File: src/rtl/pls_pkg.sv
package pls_pkg;
    localparam int unsigned CMD_W = 4;
    localparam int unsigned PAY_W = 16;
    localparam int unsigned RB_W  = 8;
    localparam logic [CMD_W-1:0] CMD_START_PGM = 4'b1111;

    typedef enum logic [2:0] {
        S_IDLE,
        S_HIGH,
        S_LOW,
        S_TURN,
        S_ERASE
    } pls_state_e;
endpackage

File: src/rtl/pls_frame_build.sv
module pls_frame_build
    import pls_pkg::*;
(
    input  logic [CMD_W-1:0]       cmd,
    input  logic [PAY_W-1:0]       payload,
    input  logic                   is_read,
    input  logic                   byte_mode,
    input  logic                   byte_hi,
    output logic [CMD_W+PAY_W-1:0] frame
);
    localparam int unsigned HW = PAY_W / 2;

    logic [PAY_W-1:0] pay_sel;

    always_comb begin
        if (is_read) begin
            pay_sel = '0;
        end else if (byte_mode) begin
            pay_sel = byte_hi ? {payload[HW-1:0], {HW{1'b0}}}
                              : {{HW{1'b0}}, payload[HW-1:0]};
        end else begin
            pay_sel = payload;
        end
        frame = {pay_sel, cmd};
    end
endmodule

File: src/rtl/pls_rx_byte.sv
module pls_rx_byte #(
    parameter int unsigned W = 8,
    localparam int unsigned IW = $clog2(W)
) (
    input  logic          clk,
    input  logic          rst_n,
    input  logic          clr,
    input  logic          en,
    input  logic [IW-1:0] idx,
    input  logic          din,
    output logic [W-1:0]  q
);
    logic [W-1:0] q_d, q_q;

    always_comb begin
        q_d = clr ? '0 : q_q;
        if (en) q_d[idx] = din;
    end

    always_ff @(posedge clk or negedge rst_n) begin
        if (!rst_n) q_q <= '0;
        else        q_q <= q_d;
    end

    assign q = q_q;
endmodule

File: src/rtl/pls_host_seq.sv
module pls_host_seq
    import pls_pkg::*;
#(
    parameter int unsigned CW = 16,
    parameter int unsigned DW = 8
) (
    input  logic             clk,
    input  logic             rst_n,
    input  logic             req_valid,
    output logic             req_ready,
    input  logic [CMD_W-1:0] req_cmd,
    input  logic [PAY_W-1:0] req_payload,
    input  logic             req_read,
    input  logic             req_byte_mode,
    input  logic             req_byte_hi,
    input  logic             req_erase,
    input  logic [DW-1:0]    cfg_half,
    input  logic [CW-1:0]    cfg_prog,
    input  logic [CW-1:0]    cfg_dis,
    input  logic [CW-1:0]    cfg_erase,
    input  logic [CW-1:0]    cfg_turn,
    output logic             pgc,
    output logic             pgd_out,
    output logic             pgd_oe,
    input  logic             pgd_in,
    output logic [RB_W-1:0]  rd_data,
    output logic             rd_valid,
    output logic             busy
);
    localparam int unsigned NW    = CW + 1;
    localparam int unsigned FW    = CMD_W + PAY_W;
    localparam int unsigned BW    = $clog2(FW + 1);
    localparam int unsigned RB_IW = $clog2(RB_W);
    localparam logic [BW-1:0] HOLD_BIT = BW'(CMD_W - 1);
    localparam logic [BW-1:0] RD_REL   = BW'(FW - RB_W - 1);
    localparam logic [BW-1:0] RD_FIRST = BW'(FW - RB_W);
    localparam logic [BW-1:0] LAST_BIT = BW'(FW - 1);

    typedef logic [NW-1:0] cnt_t;

    typedef struct packed {
        pls_state_e     st;
        logic [BW-1:0]  bi;
        cnt_t           cnt;
        logic [FW-1:0]  fr;
        logic           rd;
        logic           er;
        logic           hold;
        logic           pend;
        logic           pgc;
        logic           dout;
        logic           oe;
        logic           rv;
    } seq_t;

    localparam seq_t SEQ_RST = '0;

    seq_t s_d, s_q;
    logic [FW-1:0]    frame_w;
    logic             rx_clr, rx_en;
    logic [RB_IW-1:0] rx_idx;
    cnt_t             half_c, prog_c, dis_c, erase_c, turn_c;
    logic             last;

    assign half_c  = cnt_t'(cfg_half);
    assign prog_c  = cnt_t'(cfg_prog);
    assign dis_c   = cnt_t'(cfg_dis);
    assign turn_c  = cnt_t'(cfg_turn);
    assign erase_c = cnt_t'(cfg_erase) + cnt_t'(cfg_dis);

    pls_frame_build u_frame (
        .cmd       (req_cmd),
        .payload   (req_payload),
        .is_read   (req_read),
        .byte_mode (req_byte_mode),
        .byte_hi   (req_byte_hi),
        .frame     (frame_w)
    );

    pls_rx_byte #(.W(RB_W)) u_rx (
        .clk   (clk),
        .rst_n (rst_n),
        .clr   (rx_clr),
        .en    (rx_en),
        .idx   (rx_idx),
        .din   (pgd_in),
        .q     (rd_data)
    );

    // Start the high phase of serial clock n.
    function automatic seq_t rise_to(seq_t s, logic [BW-1:0] n, cnt_t hi_len, cnt_t pr_len);
        seq_t r;
        r      = s;
        r.st   = S_HIGH;
        r.bi   = n;
        r.pgc  = 1'b1;
        r.cnt  = (n == HOLD_BIT && s.hold) ? pr_len : hi_len;
        r.oe   = !(s.rd && n >= RD_FIRST);
        r.dout = r.oe & s.fr[n];
        return r;
    endfunction

    always_comb begin
        s_d    = s_q;
        s_d.rv = 1'b0;
        rx_clr = 1'b0;
        rx_en  = 1'b0;
        rx_idx = RB_IW'(s_q.bi - RD_FIRST);
        last   = s_q.cnt <= cnt_t'(1);
        case (s_q.st)
            S_IDLE: begin
                if (req_valid) begin
                    s_d.fr   = frame_w;
                    s_d.rd   = req_read;
                    s_d.er   = req_erase;
                    s_d.hold = s_q.pend;
                    s_d.pend = (req_cmd == CMD_START_PGM);
                    rx_clr   = 1'b1;
                    s_d      = rise_to(s_d, '0, half_c, prog_c);
                end
            end
            S_HIGH: begin
                if (!last) begin
                    s_d.cnt = s_q.cnt - cnt_t'(1);
                end else begin
                    s_d.st  = S_LOW;
                    s_d.pgc = 1'b0;
                    s_d.cnt = (s_q.bi == HOLD_BIT && s_q.hold) ? dis_c : half_c;
                    if (s_q.rd && s_q.bi >= RD_FIRST) rx_en = 1'b1;
                    if (s_q.rd && s_q.bi == RD_REL) begin
                        s_d.oe   = 1'b0;
                        s_d.dout = 1'b0;
                    end
                end
            end
            S_LOW: begin
                if (!last) begin
                    s_d.cnt = s_q.cnt - cnt_t'(1);
                end else if (s_q.bi == LAST_BIT) begin
                    s_d.rv   = s_q.rd;
                    s_d.dout = 1'b0;
                    if (s_q.er) begin
                        s_d.st  = S_ERASE;
                        s_d.cnt = erase_c;
                        s_d.oe  = 1'b1;
                    end else begin
                        s_d.st = S_IDLE;
                        s_d.oe = 1'b0;
                    end
                end else if (s_q.rd && s_q.bi == RD_REL) begin
                    s_d.st  = S_TURN;
                    s_d.cnt = turn_c;
                end else begin
                    s_d = rise_to(s_d, BW'(s_q.bi + 1'b1), half_c, prog_c);
                end
            end
            S_TURN: begin
                if (!last) s_d.cnt = s_q.cnt - cnt_t'(1);
                else       s_d = rise_to(s_d, RD_FIRST, half_c, prog_c);
            end
            S_ERASE: begin
                if (!last) begin
                    s_d.cnt = s_q.cnt - cnt_t'(1);
                end else begin
                    s_d.st   = S_IDLE;
                    s_d.oe   = 1'b0;
                    s_d.dout = 1'b0;
                end
            end
            default: s_d = SEQ_RST;
        endcase
    end

    always_ff @(posedge clk or negedge rst_n) begin
        if (!rst_n) s_q <= SEQ_RST;
        else        s_q <= s_d;
    end

    assign pgc       = s_q.pgc;
    assign pgd_out   = s_q.dout;
    assign pgd_oe    = s_q.oe;
    assign rd_valid  = s_q.rv;
    assign busy      = (s_q.st != S_IDLE);
    assign req_ready = (s_q.st == S_IDLE);
endmodule

File: config.mk
export PLATFORM = sky130hd
export DESIGN_NAME = pls_host_seq
export DESIGN_NICKNAME = d
export VERILOG_FILES = /design/src/rtl/pls_pkg.sv /design/src/rtl/pls_frame_build.sv /design/src/rtl/pls_rx_byte.sv /design/src/rtl/pls_host_seq.sv
export SDC_FILE = /design/constraint.sdc
export NUM_CORES = 1
export LEC_CHECK = 0
export BUFFER_PORTS_ARGS = -buffer_cell sky130_fd_sc_hd__buf_4
export CELL_PAD_IN_SITES_DETAIL_PLACEMENT = 1
export CELL_PAD_IN_SITES_GLOBAL_PLACEMENT = 1
export CORE_ASPECT_RATIO = 1.1
export CORE_UTILIZATION = 42
export CTS_BUF_LIST = sky130_fd_sc_hd__clkbuf_4
export DETAILED_ROUTE_END_ITERATION = 12
export PLACE_DENSITY_LB_ADDON = 0.1
export REMOVE_ABC_BUFFERS = 1
export SLEW_MARGIN = 20
export SYNTH_ARGS = -nofsm -noshare
export SYNTH_HDL_FRONTEND = slang
export SYNTH_HIERARCHICAL = 1
export SYNTH_SLANG_ARGS = --single-unit
File: constraint.sdc
create_clock -name clk -period 4.05 [get_ports clk]
set_input_delay 0.405 -clock clk [delete_from_list [all_inputs] [get_ports clk]]
set_output_delay 0.405 -clock clk [all_outputs]
set_load 0.05 [all_outputs]
* Yosys cells after proc, flatten, opt, wreduce, memory -nomap -nowiden
Cells that the tools add are included.
** Operators by class
- $mul :: 0
- Shift operators :: 0
- Eq/ne operators :: 20
- $add $sub $neg :: 4
- Reduce and logical (&&, ||, !) cells :: 17
- Magnitude comparators :: 6
- Bitwise operators :: 6
- Div/mod/pow operators :: 0
- Multiplexer cells :: 50
** Operators by type and width (number)
- 17-bit 2-to-1 mux :: 6
- 16-bit 2-to-1 mux :: 6
- 24-bit one-hot mux with 4 select lines :: 1
- 17-bit one-hot mux with 5 select lines :: 1
- 53-bit 2-to-1 mux :: 1
- 8-bit 2-to-1 mux :: 4
- 28-bit 2-to-1 mux :: 1
- 25-bit 2-to-1 mux :: 1
- 5-bit one-hot mux with 4 select lines :: 1
- 3-bit 2-to-1 mux :: 6
- 2-bit != test (second input constant) :: 9
- 16-bit by 16-bit adder with 17-bit output :: 1
- 17-bit by 1-bit less-or-equal comparator with 1-bit output (second input constant) :: 1
- 17-bit by 1-bit subtractor with 17-bit output (second input constant) :: 1
- 3-bit one-hot mux with 5 select lines :: 1
- 7-bit AND reduction :: 2
- 5-bit by 2-bit == test with 1-bit output (second input constant) :: 2
- 5-bit by 4-bit greater-or-equal comparator with 1-bit output (second input constant) :: 2
- 5-bit 2-to-1 mux :: 2
- 2-bit one-hot mux with 5 select lines :: 1
- 8-bit bitwise mux :: 1
- 1-bit 2-to-1 mux :: 8
- 4-bit 2-to-1 mux :: 2
- 3-bit by 2-bit == test with 1-bit output (second input constant) :: 2
- 28 further kinds :: 40
** Storage, ports and cells
- Bits of input ports :: 100
- Register bits :: 61
- Bits in writable memories :: 0
- Memories kept :: 0
- Bits in latches :: 0
- Output and inout bits :: 14
- Bits in read-only memories :: 0
- Word-level logic and storage cells :: 116

* Logic depth before layout (Yosys ltp)
Gate-level depths: netlist of the first run.
- Word-level depth :: 9
- Depth in mapped cells :: 11
- Depth with buffers taken out :: 10

* Cells and area by module
The synthesis of the first run kept the hierarchy.
** By module, submodules not included
- pls_host_seq :: times used 1, cells an instance 581, area an instance 4837.1 um^2, seq. area each 1326.3 um^2
- pls_rx_byte :: times used 1, cells an instance 32, area an instance 436.7 um^2, seq. area each 200.2 um^2
- pls_frame_build :: times used 1, cells an instance 28, area an instance 205.2 um^2, seq. area each 0.0 um^2

* Worst setup path after synthesis of the first run
No wires, ideal clock.
- Kind :: register to register
- From :: reg s_q[35] (netlist name)
- To :: reg u_rx.q_q[0], in the netlist u_rx/q[0]
- Required time :: 3.925 ns
- Clock period less this slack :: 2.928 ns
- Cell stages (with the launch flop) :: 9
- Path buffers :: 1
- Arrival :: 2.803 ns
- Library setup time :: 0.125 ns
- Slack :: 1.122 ns
- Cell sequence :: dfrtp_1 > nor4_4 > nand4b_4 > nor3_2 > clkbuf_1 > nand2_1 > nor3_1 > nor4b_2 > mux2_2
** Between the ends
- Longest elaborated chain between the ends :: 4
** Ends and longest elaborated chain
- start: declaration :: RTL line pls_host_seq.sv:58 : seq_t s_d, s_q;
- start signal: assignment :: RTL line pls_host_seq.sv:175 : if (!rst_n) s_q <= SEQ_RST;
- start signal: assignment :: RTL line pls_host_seq.sv:176 : else s_q <= s_d;
- 17-bit by 1-bit less-or-equal comparator with 1-bit output :: RTL line pls_host_seq.sv:109 : last = s_q.cnt <= cnt_t'(1);
- 1-bit 2-to-1 mux :: RTL line pls_host_seq.sv:123 : if (!last) begin
- 1-bit 2-to-1 mux :: RTL line pls_host_seq.sv:110 : case (s_q.st)
- via rx_en :: RTL line pls_host_seq.sv:60 : logic rx_clr, rx_en;
- 8-bit 2-to-1 mux :: RTL line pls_rx_byte.sv:17 : if (en) q_d[idx] = din;
- via u_rx.q_d[0] :: RTL line pls_rx_byte.sv:13 : logic [W-1:0] q_d, q_q;
- end signal: assignment :: RTL line pls_rx_byte.sv:22 : else q_q <= q_d;
- end: declaration :: RTL line pls_rx_byte.sv:13
The timed path passes the listed nets, and every way through them passes these cells.
A chain may end at the register's enable or synchronous reset.

* Final worst setup path of the first run
- From :: reg s_q[46] (netlist name)
- To :: reg s_q[35] (netlist name)
** Between the ends
- Longest elaborated chain between the ends :: 8
- Elaborated cells between the ends (all ways) :: 17
- Those cells by class :: add/sub: 1; eq/ne: 5; mux: 7; reduce/logical: 4
** Ends and longest elaborated chain
- 5-bit by 1-bit adder with 5-bit output :: RTL line pls_host_seq.sv:154 : s_d = rise_to(s_d, BW'(s_q.bi + 1'b1), half_c, prog_c);
- 5-bit by 2-bit == test with 1-bit output :: RTL line pls_host_seq.sv:97 : r.cnt = (n == HOLD_BIT && s.hold) ? pr_len : hi_len;
- 1-bit logical AND :: RTL line pls_host_seq.sv:97
- 16-bit 2-to-1 mux :: RTL line pls_host_seq.sv:97
- 16-bit 2-to-1 mux :: RTL line pls_host_seq.sv:150 : end else if (s_q.rd && s_q.bi == RD_REL) begin
- 17-bit 2-to-1 mux :: RTL line pls_host_seq.sv:139 : end else if (s_q.bi == LAST_BIT) begin
- 17-bit 2-to-1 mux :: RTL line pls_host_seq.sv:137 : if (!last) begin
- 17-bit one-hot mux with 5 select lines :: RTL line pls_host_seq.sv:110
Several ways; a longest one is shown, not always the timed one.

==> results.py, run 1 <==
metrics = {
    "status": {
        "outcome": "completed",
    },
    "power_and_ir_drop": {
        "power_uw": 2996,
        "cellPowerDensity_mw_per_mm2": 451.6,
        "ir_worst_vdd_uv": 243.4,
        "power_leakage_uw": 0.002915,
    },
    "routing": {
        "viasPerCell": 6.384,
        "detail_route.wl_per_cell_um": 21.63,
        "drc": 0,
        "drtIter0Drc": 312,
        "vias": 5758,
        "dr.pass1.iters": 5,
        "drt-total-wl_um": 19510,
        "postRouteAntennaNets": 0,
    },
    "worst_hold_path": {
        "holdCritPathClass": "primary input to asynchronous set/reset pin",
    },
    "timing": {
        "holdWs_ns": 0.02449,
        "maxSlewViolCount": 0,
        "hold_viol_final": 0,
        "finalSetupViolations": 0,
        "grt_setup_unrepaired": "false",
        "setup_tns_ns": 0,
        "period_needed_ns": 3.207,
        "fmax_mhz": 311.8,
        "tightestPinTransition_ns": 1.078,
        "max_slew_margin_pct": 28.03,
        "fin_worst_skew_ns": 0.02224,
        "timing.final.crit_share_pct": 79.19,
    },
    "logic_synthesis": {
        "synth_seq_cells": 61,
        "synth.distinct_cells": 85,
        "avgSynthCellArea_um2": 8.548,
        "synth_warnings": 6,
        "synth_top_area_share_pct": 27.86,
        "synth-async-reset-ratio_pct": 100.0,
        "synth_area_leaders": "dfrtp_1 (28%), ha_1 (4.8%), a22o_1 (4.5%)",
        "synth_edf_count": 0,
        "ys.flop_type": "dfrtp_1",
        "syn_inst": 641,
        "syn_area_mm2": 0.005479,
        "synth_top_cell_by_area": "dfrtp_1",
        "ys_seq_area_share_pct": 27.86,
    },
    "clock_tree": {
        "cts_tree": "yes",
        "numCtsBuffers": 9,
        "cts_buffer_depth": 2,
        "htreeDepth": 3,
        "ctsHoldBuffers": 0,
        "clock-sinks": 61,
        "clock-root-buffer": "clkbuf_4",
        "clock_latency_ns": 0.45,
        "cts_resized": 0,
        "cts.reportedPaths.clkPinSlew_ns": 0.13,
        "cts_setup_buffers": 0,
    },
    "layout": {
        "drive_gt1_share_pct": 26.04,
        "num_antenna_cells": 0,
        "syn_to_final_growth_pct": 21.10,
        "nets": 862,
        "most-common-layout-cells": "buf_4 (132), nand2_1 (62), dfrtp_1 (61)",
        "fin_area_mm2": 0.006635,
        "fillers": 1537,
        "seqCellArea_mm2": 0.001526,
        "multiInputGateArea_mm2": 0.003681,
        "post-route-util_pct": 52.48,
        "final_common_cell": "buf_4",
    },
    "floorplan": {
        "die_x_um": 110.9,
        "dieHeight_um": 121.8,
        "rows": 43,
        "pin_count": 114,
        "initial_core_util_pct": 43.33,
        "die_area_mm2": 0.01351,
        "core-area_mm2": 0.01264,
    },
    "job": {
        "cap_violations": 0,
    },
    "place": {
        "dpl.hpwl_um": 14550,
        "place_area_mm2": 0.006474,
        "portBuffers": 113,
        "finalWeightedCongestion": 0.9021,
    },
    "global_route": {
        "grt_use_total_pct": 29.80,
        "grt_start_max_net_pins": 62,
        "grt_pass1_vias": 6036,
        "grt_antenna_before_repair": 0,
        "grt.overflow.total": 0,
        "grt_pass1_wl_um": 31720,
    },
    "critical_path": {
        "crit_start": "s_q[46]",
        "reg2reg_depth": 8,
        "cp.arrival_ns": 3.54,
        "r2r_start": "s_q[46]",
        "endpoint_kind": "flip-flop",
        "rrSetupSlack_ns": 0.84,
        "timing.rr.end": "s_q[35]",
        "path_max_fanout": 15,
        "critPathLaunchType": "flip-flop",
        "required_ns": 4.38,
        "criticalPathCategory": "flip-flop to flip-flop",
    },
}
sequential cells by signal, summed over array words and instances (netlist names):
signal,count
pgd_out,1
pgd_oe,1
rd_valid,1
s_q,49
pgc,1
u_rx/q,8
cells in the mapped netlist, drive strengths merged (10+ instances only):
| cell | number |
|---|---|
| nor2b | 15 |
| nand2 | 63 |
| nand3 | 16 |
| a211oi | 10 |
| and2 | 11 |
| xnor2 | 14 |
| dfrtp | 61 |
| o21ai | 46 |
| nor3 | 24 |
| clkbuf | 28 |
| ha | 21 |
| inv | 20 |
| a31oi | 16 |
| xor2 | 10 |
| a21oi | 35 |
| buf | 16 |
| mux2 | 11 |
| mux2i | 18 |
| a22o | 28 |
| nor2 | 42 |
worst max-delay path, stage by stage (launching register included):
cell	delay (ns)
dfrtp_1	0.60
ha_1	0.40
inv_1	0.10
o41ai_1	0.46
and4_1	0.70
mux2_2	0.40
nand3_1	0.08
a31oi_1	0.09
a211o_1	0.27
how the worst max path moves through the flow:
stage,to,depth (start not counted)
floorplan,s_q[4],5
global placement,s_q[35],8
CTS,s_q[30],8
finish,s_q[35],8
detailed placement,s_q[35],8
global route,s_q[28],8
metrics by stage:
| step | cells | setup slack (ns) |
|---|---|---|
| after global routing | 902 | 0.5485 |
| after CTS | 902 | 0.8183 |
| after floorplan | 597 | 0.9009 |
| after detailed placement | 886 | 0.8503 |
| after global placement | 886 | 1.050 |
| final | 902 | 0.8428 |
routing by layer:
layer | vias to the layer above | global-route usage, % | share of wire, %
li1 | 2626 | - | -
met2 | 202 | 51.63 | 50
met3 | 50 | 3.333 | 5.6
met4 | 0 | 13.17 | 3.3
met5 | - | 0 | 0
met1 | 2880 | 37.63 | 41
logic make-up (layout without fill, tap and decap cells):
| kind of cell | Yosys count | after routing | synth area share (%) |
|---|---|---|---|
| XOR/XNOR | 24 | 24 | 3.836 |
| adder cells (fa/ha/maj) | 22 | 22 | 5.161 |
| AO/OA/AOI/OAI | 205 | 205 | 26.74 |
| multiplexers | 34 | 34 | 7.810 |
| buffers and inverters | 65 | 169 | 5.161 |
| flip-flops | 61 | 61 | 27.86 |
| AND/OR/NAND/NOR | 230 | 230 | 23.43 |
where the power goes:
group          internal [µW]  leakage, µW  switching (µW)  total (µW)
Sequential               810     0.000791             245        1060
Combinational            641      0.00204             778        1420
Clock                    257    0.0000868             266         523
Total                   1710      0.00291            1290        3000
cell type report:
| cell class | instances | area share, % |
|---|---|---|
| multi-input combinational | 515 | 55.48 |
| sequential | 61 | 23.01 |
| timing repair buffer | 132 | 14.93 |
| tap | 157 | 2.961 |
| clock inverter | 6 | 1.301 |
| inverter | 21 | 1.188 |
| clock buffer | 10 | 1.131 |
No activity file was read; power rests on OpenSTA's default activity.
==> run 2, diff against run 1 <==
Settings changed: ABC_AREA set to 1, CORE_UTILIZATION 42 to 40.
Clock period 4.05 ns to 3 ns, I/O delays scaled along.
==> run 2 against run 1 <==
Highest routed layer unchanged; clock skew down 0.00062 ns; clock-buffer cell count up 2; sequential cell count unchanged; critical endpoint is now s_q[33]; via count up 14%; register-to-register slack worse by 0.39 ns; final cell count up 36%; sequential share of layout area down 0.73 points; critical path depth up 6; hold slack better by 0.045 ns; critical path type unchanged; area after synthesis up 5.6%.
==> results.py, run 2 <==
metrics = {
    "timing": {
        "hold_viol_final": 0,
        "holdWs_ns": 0.06980,
        "fin_worst_skew_ns": 0.02162,
        "finalSetupViolations": 0,
        "timing.final.crit_share_pct": 84.83,
        "period_needed_ns": 2.545,
        "tightestPinTransition_ns": 0.8519,
        "grt_setup_unrepaired": "false",
        "maxSlewViolCount": 0,
        "fmax_mhz": 393.0,
        "setup_ws_ns": 0.4552,
        "max_slew_margin_pct": 43.21,
        "setup_tns_ns": 0,
    },
    "routing": {
        "drtIter0Drc": 315,
        "drc": 0,
        "postRouteAntennaNets": 0,
        "dr.pass1.iters": 5,
        "vias": 6543,
        "viasPerCell": 5.350,
        "drt-total-wl_um": 20830,
        "detail_route.wl_per_cell_um": 17.03,
    },
    "power_and_ir_drop": {
        "cellPowerDensity_mw_per_mm2": 692.4,
        "ir_worst_vdd_uv": 498.9,
        "power_leakage_uw": 0.003673,
    },
    "logic_synthesis": {
        "syn_area_mm2": 0.005788,
        "yosysMostFrequentCell": "nand2_1",
        "synth-async-reset-ratio_pct": 100.0,
        "synth_common_cells": "nand2_1 (315), inv_1 (101), nand3_1 (92)",
        "syn_inst": 927,
        "synth_seq_cells": 61,
        "synth.distinct_cells": 46,
        "ys.flop_type": "dfrtp_1",
        "synth_area_leaders": "dfrtp_1 (26%), nand2_1 (20%), nand3_1 (8.0%)",
        "synth_edf_count": 0,
        "synth_warnings": 6,
        "synth_top_cell_by_area": "dfrtp_1",
        "synth_top_area_share_pct": 26.37,
        "ys_seq_area_share_pct": 26.37,
        "avgSynthCellArea_um2": 6.244,
    },
    "critical_path": {
        "critPathLaunchType": "flip-flop",
        "max_stage_delay_ns": 0.49,
        "cp_slowest_cell": "dfrtp_1",
        "required_ns": 3.40,
        "cp.arrival_ns": 2.94,
        "crit_chain": "ha_1 -> xnor2_1 -> inv_2 -> nor2_4 -> nand2_2 -> nand2_1 -> nand3_1 -> nand2_1 -> nand3_1 -> nand2_1 -> nand2_1 -> nand2_1 -> nand2_1 -> nand2_1",
        "path_max_fanout": 17,
        "crit_top_cell": "nand2_1",
        "endpoint_kind": "flip-flop",
        "criticalPathCategory": "flip-flop to flip-flop",
    },
    "clock_tree": {
        "cts_setup_buffers": 0,
        "cts_resized": 0,
        "cts_buffer_depth": 2,
        "cts_tree": "yes",
        "clock_latency_ns": 0.45,
        "cts.reportedPaths.clkPinSlew_ns": 0.11,
        "numCtsBuffers": 9,
        "htreeDepth": 3,
        "clock-root-buffer": "clkbuf_4",
        "clock-sinks": 61,
    },
    "floorplan": {
        "core-area_mm2": 0.01396,
        "dieHeight_um": 128.2,
        "initial_core_util_pct": 41.45,
        "rows": 45,
        "pin_count": 114,
        "die_area_mm2": 0.01496,
        "die_x_um": 116.7,
    },
    "global_route": {
        "grt_pass1_vias": 6781,
        "grt_pass1_wl_um": 33290,
        "grt_use_total_pct": 29.35,
        "grt_antenna_before_repair": 1,
        "grt_start_max_net_pins": 62,
        "grt.overflow.total": 0,
    },
    "job": {
        "cap_violations": 0,
    },
    "layout": {
        "fillers": 1992,
        "nets": 1152,
        "multiInputGateArea_mm2": 0.003607,
        "regMostFlops": "s_q",
        "post-route-util_pct": 49.08,
        "drive_gt1_share_pct": 19.54,
        "most-common-layout-cells": "nand2_1 (315), buf_4 (120), inv_1 (101)",
        "seqCellArea_mm2": 0.001526,
        "final_common_cell": "nand2_1",
        "largest_reg_flops": 49,
        "syn_to_final_growth_pct": 18.40,
    },
    "status": {
        "outcome": "completed",
    },
    "place": {
        "finalWeightedCongestion": 0.8630,
        "dpl.hpwl_um": 16660,
        "place_ws_ns": 0.5154,
        "portBuffers": 113,
    },
    "worst_hold_path": {
        "holdCritPathClass": "primary input to flip-flop",
    },
}
[run 2: cell type report]
class | count | area share, %
Antenna cell | 1 | 0.03652
Clock buffer | 12 | 1.315
Clock inverter | 3 | 0.2008
Inverter | 124 | 6.810
Multi-Input combinational cell | 713 | 52.64
Sequential cell | 61 | 22.27
Tap cell | 188 | 3.433
Timing Repair Buffer | 121 | 13.29
[run 2: stage by stage]
step                area (µm²)  instances  total power [µW]
floorplan                 5600        898              3274
global placement          6736       1206              4167
detailed placement        6736       1206              4232
CTS                       6850       1222              4765
global route              6853       1223              5180
finish                    6853       1223              4745
[run 2: cells by family (layout without fill, tap and decap cells)]
family | after synthesis | count (layout) | synth area share, %
simple gates | 532 | 532 | 40.92
buf+inv | 153 | 260 | 11.31
compound gates | 147 | 147 | 14.70
flops | 61 | 61 | 26.37
fa+ha+maj | 22 | 22 | 4.885
xor+xnor | 12 | 12 | 1.816
other cells | 0 | 1 | 0
[run 2: power breakdown]
part           switching [µW]  internal [µW]  total (µW)  leakage, µW
combinational            1940            930        2870      0.00280
clock                     330            189         519    0.0000646
sequential                264           1090        1360     0.000810
total                    2530           2210        4740      0.00367
[run 2: worst paths after layout]
kind | slack (ns) | depth (start not counted) | start | endpoint
max | 0.46 | 14 | s_q[46] | s_q[33]
min | 0.07 | 3 | req_cmd[1] | s_q[9]
max reg2reg | 0.46 | 14 | s_q[46] | s_q[33]
min reg2reg | 0.49 | 2 | s_q[4] | s_q[4]
max in group asynchronous | 1.93 | 2 | rst_n | s_q[4]
min in group asynchronous | 0.48 | 2 | rst_n | pgc
[run 2: metal layers]
| layer | GRT usage, % | share of wire (%) | up-vias |
|---|---|---|---|
| li1 | - | - | 3184 |
| met1 | 33.09 | 40 | 3111 |
| met2 | 52.91 | 51 | 180 |
| met3 | 3.783 | 3.7 | 68 |
| met4 | 16.01 | 5.3 | 0 |
| met5 | 0 | 0 | - |
[run 2: critical path: cells and delay by family (launching register included)]
kind,cells,cell delay [ns]
and+or+nand+nor,11,1.28
DFF,1,0.49
xor gates and xnor gates,1,0.31
adders and majority gates,1,0.29
buffers and inverters,1,0.12
[run 2: timing repair]
item,in CTS,in global routing
hold buffers,1,0
setup endpoints to repair,0,0
endpoints found under the hold margin,56,0
==> run 3, diff against run 2 <==
Clock period 3 ns to 2.5 ns, I/O delays scaled along.
==> run 3 against run 2 <==
Register-to-register slack got worse by 0.21 ns; clock power increased by 15%; wire length decreased by 3.4%; die area unchanged; sequential power increased by 19%; sequential cell count unchanged; cell area increased by 0.86%; core utilization increased by 0.42 points; via count decreased by 1.3%; non-clock buffer count increased by 8; setup slack got worse by 0.21 ns; critical path depth decreased by 2; critical endpoint is now u_rx/q[6].
==> results.py, run 3 (synthesis gave the netlist of run 2 again) <==
metrics = {
    "status": {
        "outcome": "completed",
    },
    "timing": {
        "setup_ws_ns": 0.2465,
        "maxSlewViolCount": 0,
        "max_slew_margin_pct": 41.50,
        "timing.final.crit_share_pct": 90.14,
        "fmax_mhz": 443.8,
        "tightestPinTransition_ns": 0.8776,
        "finalSetupViolations": 0,
        "grt_setup_unrepaired": "false",
        "fin_worst_skew_ns": 0.01779,
        "hold_viol_final": 0,
        "period_needed_ns": 2.253,
    },
    "clock_tree": {
        "clock-sinks": 61,
        "cts_tree": "yes",
        "htreeDepth": 3,
        "cts.reportedPaths.clkPinSlew_ns": 0.11,
        "numCtsBuffers": 9,
        "clock-root-buffer": "clkbuf_4",
        "cts_buffer_depth": 2,
        "cts_resized": 0,
        "clock_latency_ns": 0.43,
    },
    "critical_path": {
        "cp.arrival_ns": 2.58,
        "cp_slowest_cell": "dfrtp_1",
        "path_max_fanout": 17,
        "critPathLaunchType": "flip-flop",
        "crit_buf_inv": 3,
        "rrSetupSlack_ns": 0.25,
        "max_stage_delay_ns": 0.44,
        "crit_chain": "nor2_1 -> nand2_1 -> nor2_1 -> nand2_2 -> nor2_4 -> inv_2 -> nor4_1 -> inv_1 -> nor2_4 -> nand3_1 -> nand2_1 -> inv_1",
        "endpoint_kind": "flip-flop",
        "required_ns": 2.83,
        "criticalPathCategory": "flip-flop to flip-flop",
        "crit_family": "simple AND/OR/NAND/NOR gates",
    },
    "layout": {
        "drive_gt1_share_pct": 20.13,
        "nets": 1160,
        "most-common-layout-cells": "nand2_1 (315), buf_4 (128), inv_1 (101)",
        "seqCellArea_mm2": 0.001526,
        "fin_cells": 1231,
        "multiInputGateArea_mm2": 0.003607,
        "num_antenna_cells": 0,
        "syn_to_final_growth_pct": 19.41,
        "regMostFlops": "s_q",
        "final_common_cell": "nand2_1",
        "fillers": 1975,
        "largest_reg_flops": 49,
    },
    "routing": {
        "viasPerCell": 5.249,
        "vias": 6461,
        "dr.pass1.iters": 4,
        "postRouteAntennaNets": 0,
        "drc": 0,
        "drtIter0Drc": 274,
        "drt-total-wl_um": 20120,
        "detail_route.wl_per_cell_um": 16.34,
    },
    "floorplan": {
        "rows": 45,
        "core-area_mm2": 0.01396,
        "die_x_um": 116.7,
        "die_area_mm2": 0.01496,
        "dieHeight_um": 128.2,
        "initial_core_util_pct": 41.45,
        "pin_count": 114,
    },
    "power_and_ir_drop": {
        "cellPowerDensity_mw_per_mm2": 825.1,
        "ir_worst_vdd_uv": 711.8,
        "power_uw": 5703,
        "power_leakage_uw": 0.003708,
    },
    "global_route": {
        "grt_pass1_vias": 6686,
        "grt.overflow.total": 0,
        "grt_use_total_pct": 28.38,
        "grt_pass1_wl_um": 32640,
        "grt_start_max_net_pins": 62,
        "grt_antenna_before_repair": 0,
    },
    "place": {
        "dpl.hpwl_um": 16030,
        "place_ws_ns": 0.2589,
        "dp_cells": 1214,
        "portBuffers": 113,
        "finalWeightedCongestion": 0.8484,
    },
    "worst_hold_path": {
        "holdCritPathClass": "primary input to flip-flop",
    },
    "job": {
        "cap_violations": 0,
    },
}
==> run 3: changes by cell type in the layout (fill, tap and decap cells not counted) <==
cell        before  now
diode_2          1    0
buf_4          120  128
clkinvlp_4       0    1
clkinv_2         3    4
clkbuf_4        12   10
clkinv_1         1    2
==> run 3: what timing repair did <==
action                                 in CTS  in global routing
hold buffers                                1                  0
endpoints found under the hold margin      61                  0
buffers inserted                            0                  0
==> run 3: area by class of cell <==
type	count	share of cell area, %
clock buffers	10	1.086
flip-flops and latches	61	22.09
repair buffers	129	14.05
inverters	124	6.752
well taps	188	3.403
multi-input cells	713	52.19
clock inverters	6	0.4345
==> run 3: report_power, final <==
part | total (µW) | internal (µW) | leakage [µW] | switching, µW
Clock | 598 | 204 | 0.0000610 | 395
Combinational | 3490 | 1170 | 0.00284 | 2320
Sequential | 1620 | 1310 | 0.000810 | 306
Total | 5700 | 2680 | 0.00371 | 3020
==> run 3: final timing paths <==
| path | startpoint | endpoint | cells after the start |
|---|---|---|---|
| max in group asynchronous | rst_n | s_q[14] | 2 |
| setup reg to reg | s_q[38] | u_rx/q[6] | 12 |
| hold reg to reg | s_q[11] | s_q[11] | 1 |
| setup / recovery | s_q[38] | u_rx/q[6] | 12 |
| min in group asynchronous | rst_n | pgc | 2 |
| hold / removal | req_cmd[2] | s_q[10] | 3 |
==> run 3: routing by layer <==
metal  global-route usage, %  vias to the layer above  wire length [µm]
met5                       0                        -                 0
met4                   12.06                        0               662
met3                   3.121                       41               662
met2                   52.25                      126             10520
met1                   32.74                     3087              8268
li1                        -                     3207                 -
==> run 3: through the flow <==
| stage | hold WS (ns) | cell area [µm²] | utilization (%) | setup TNS [ns] |
|---|---|---|---|---|
| after floorplan | -0.04559 | 5600 | - | -0.6207 |
| after global placement | 0.4099 | 6797 | 48.67 | 0 |
| after detailed placement | 0.4159 | 6797 | 48.67 | 0 |
| after CTS | 0.01893 | 6912 | 49.50 | 0 |
| after global routing | 0.03983 | 6912 | 49.50 | 0 |
| final | 0.03935 | 6912 | 49.50 | 0 |
==> run 3: worst register-to-register path: cells and delay by family, from the launching register on <==
| kind | cells | cell delay, ns |
|---|---|---|
| buffers and inverters | 3 | 0.33 |
| DFF | 1 | 0.44 |
| and+or+nand+nor | 9 | 1.39 |
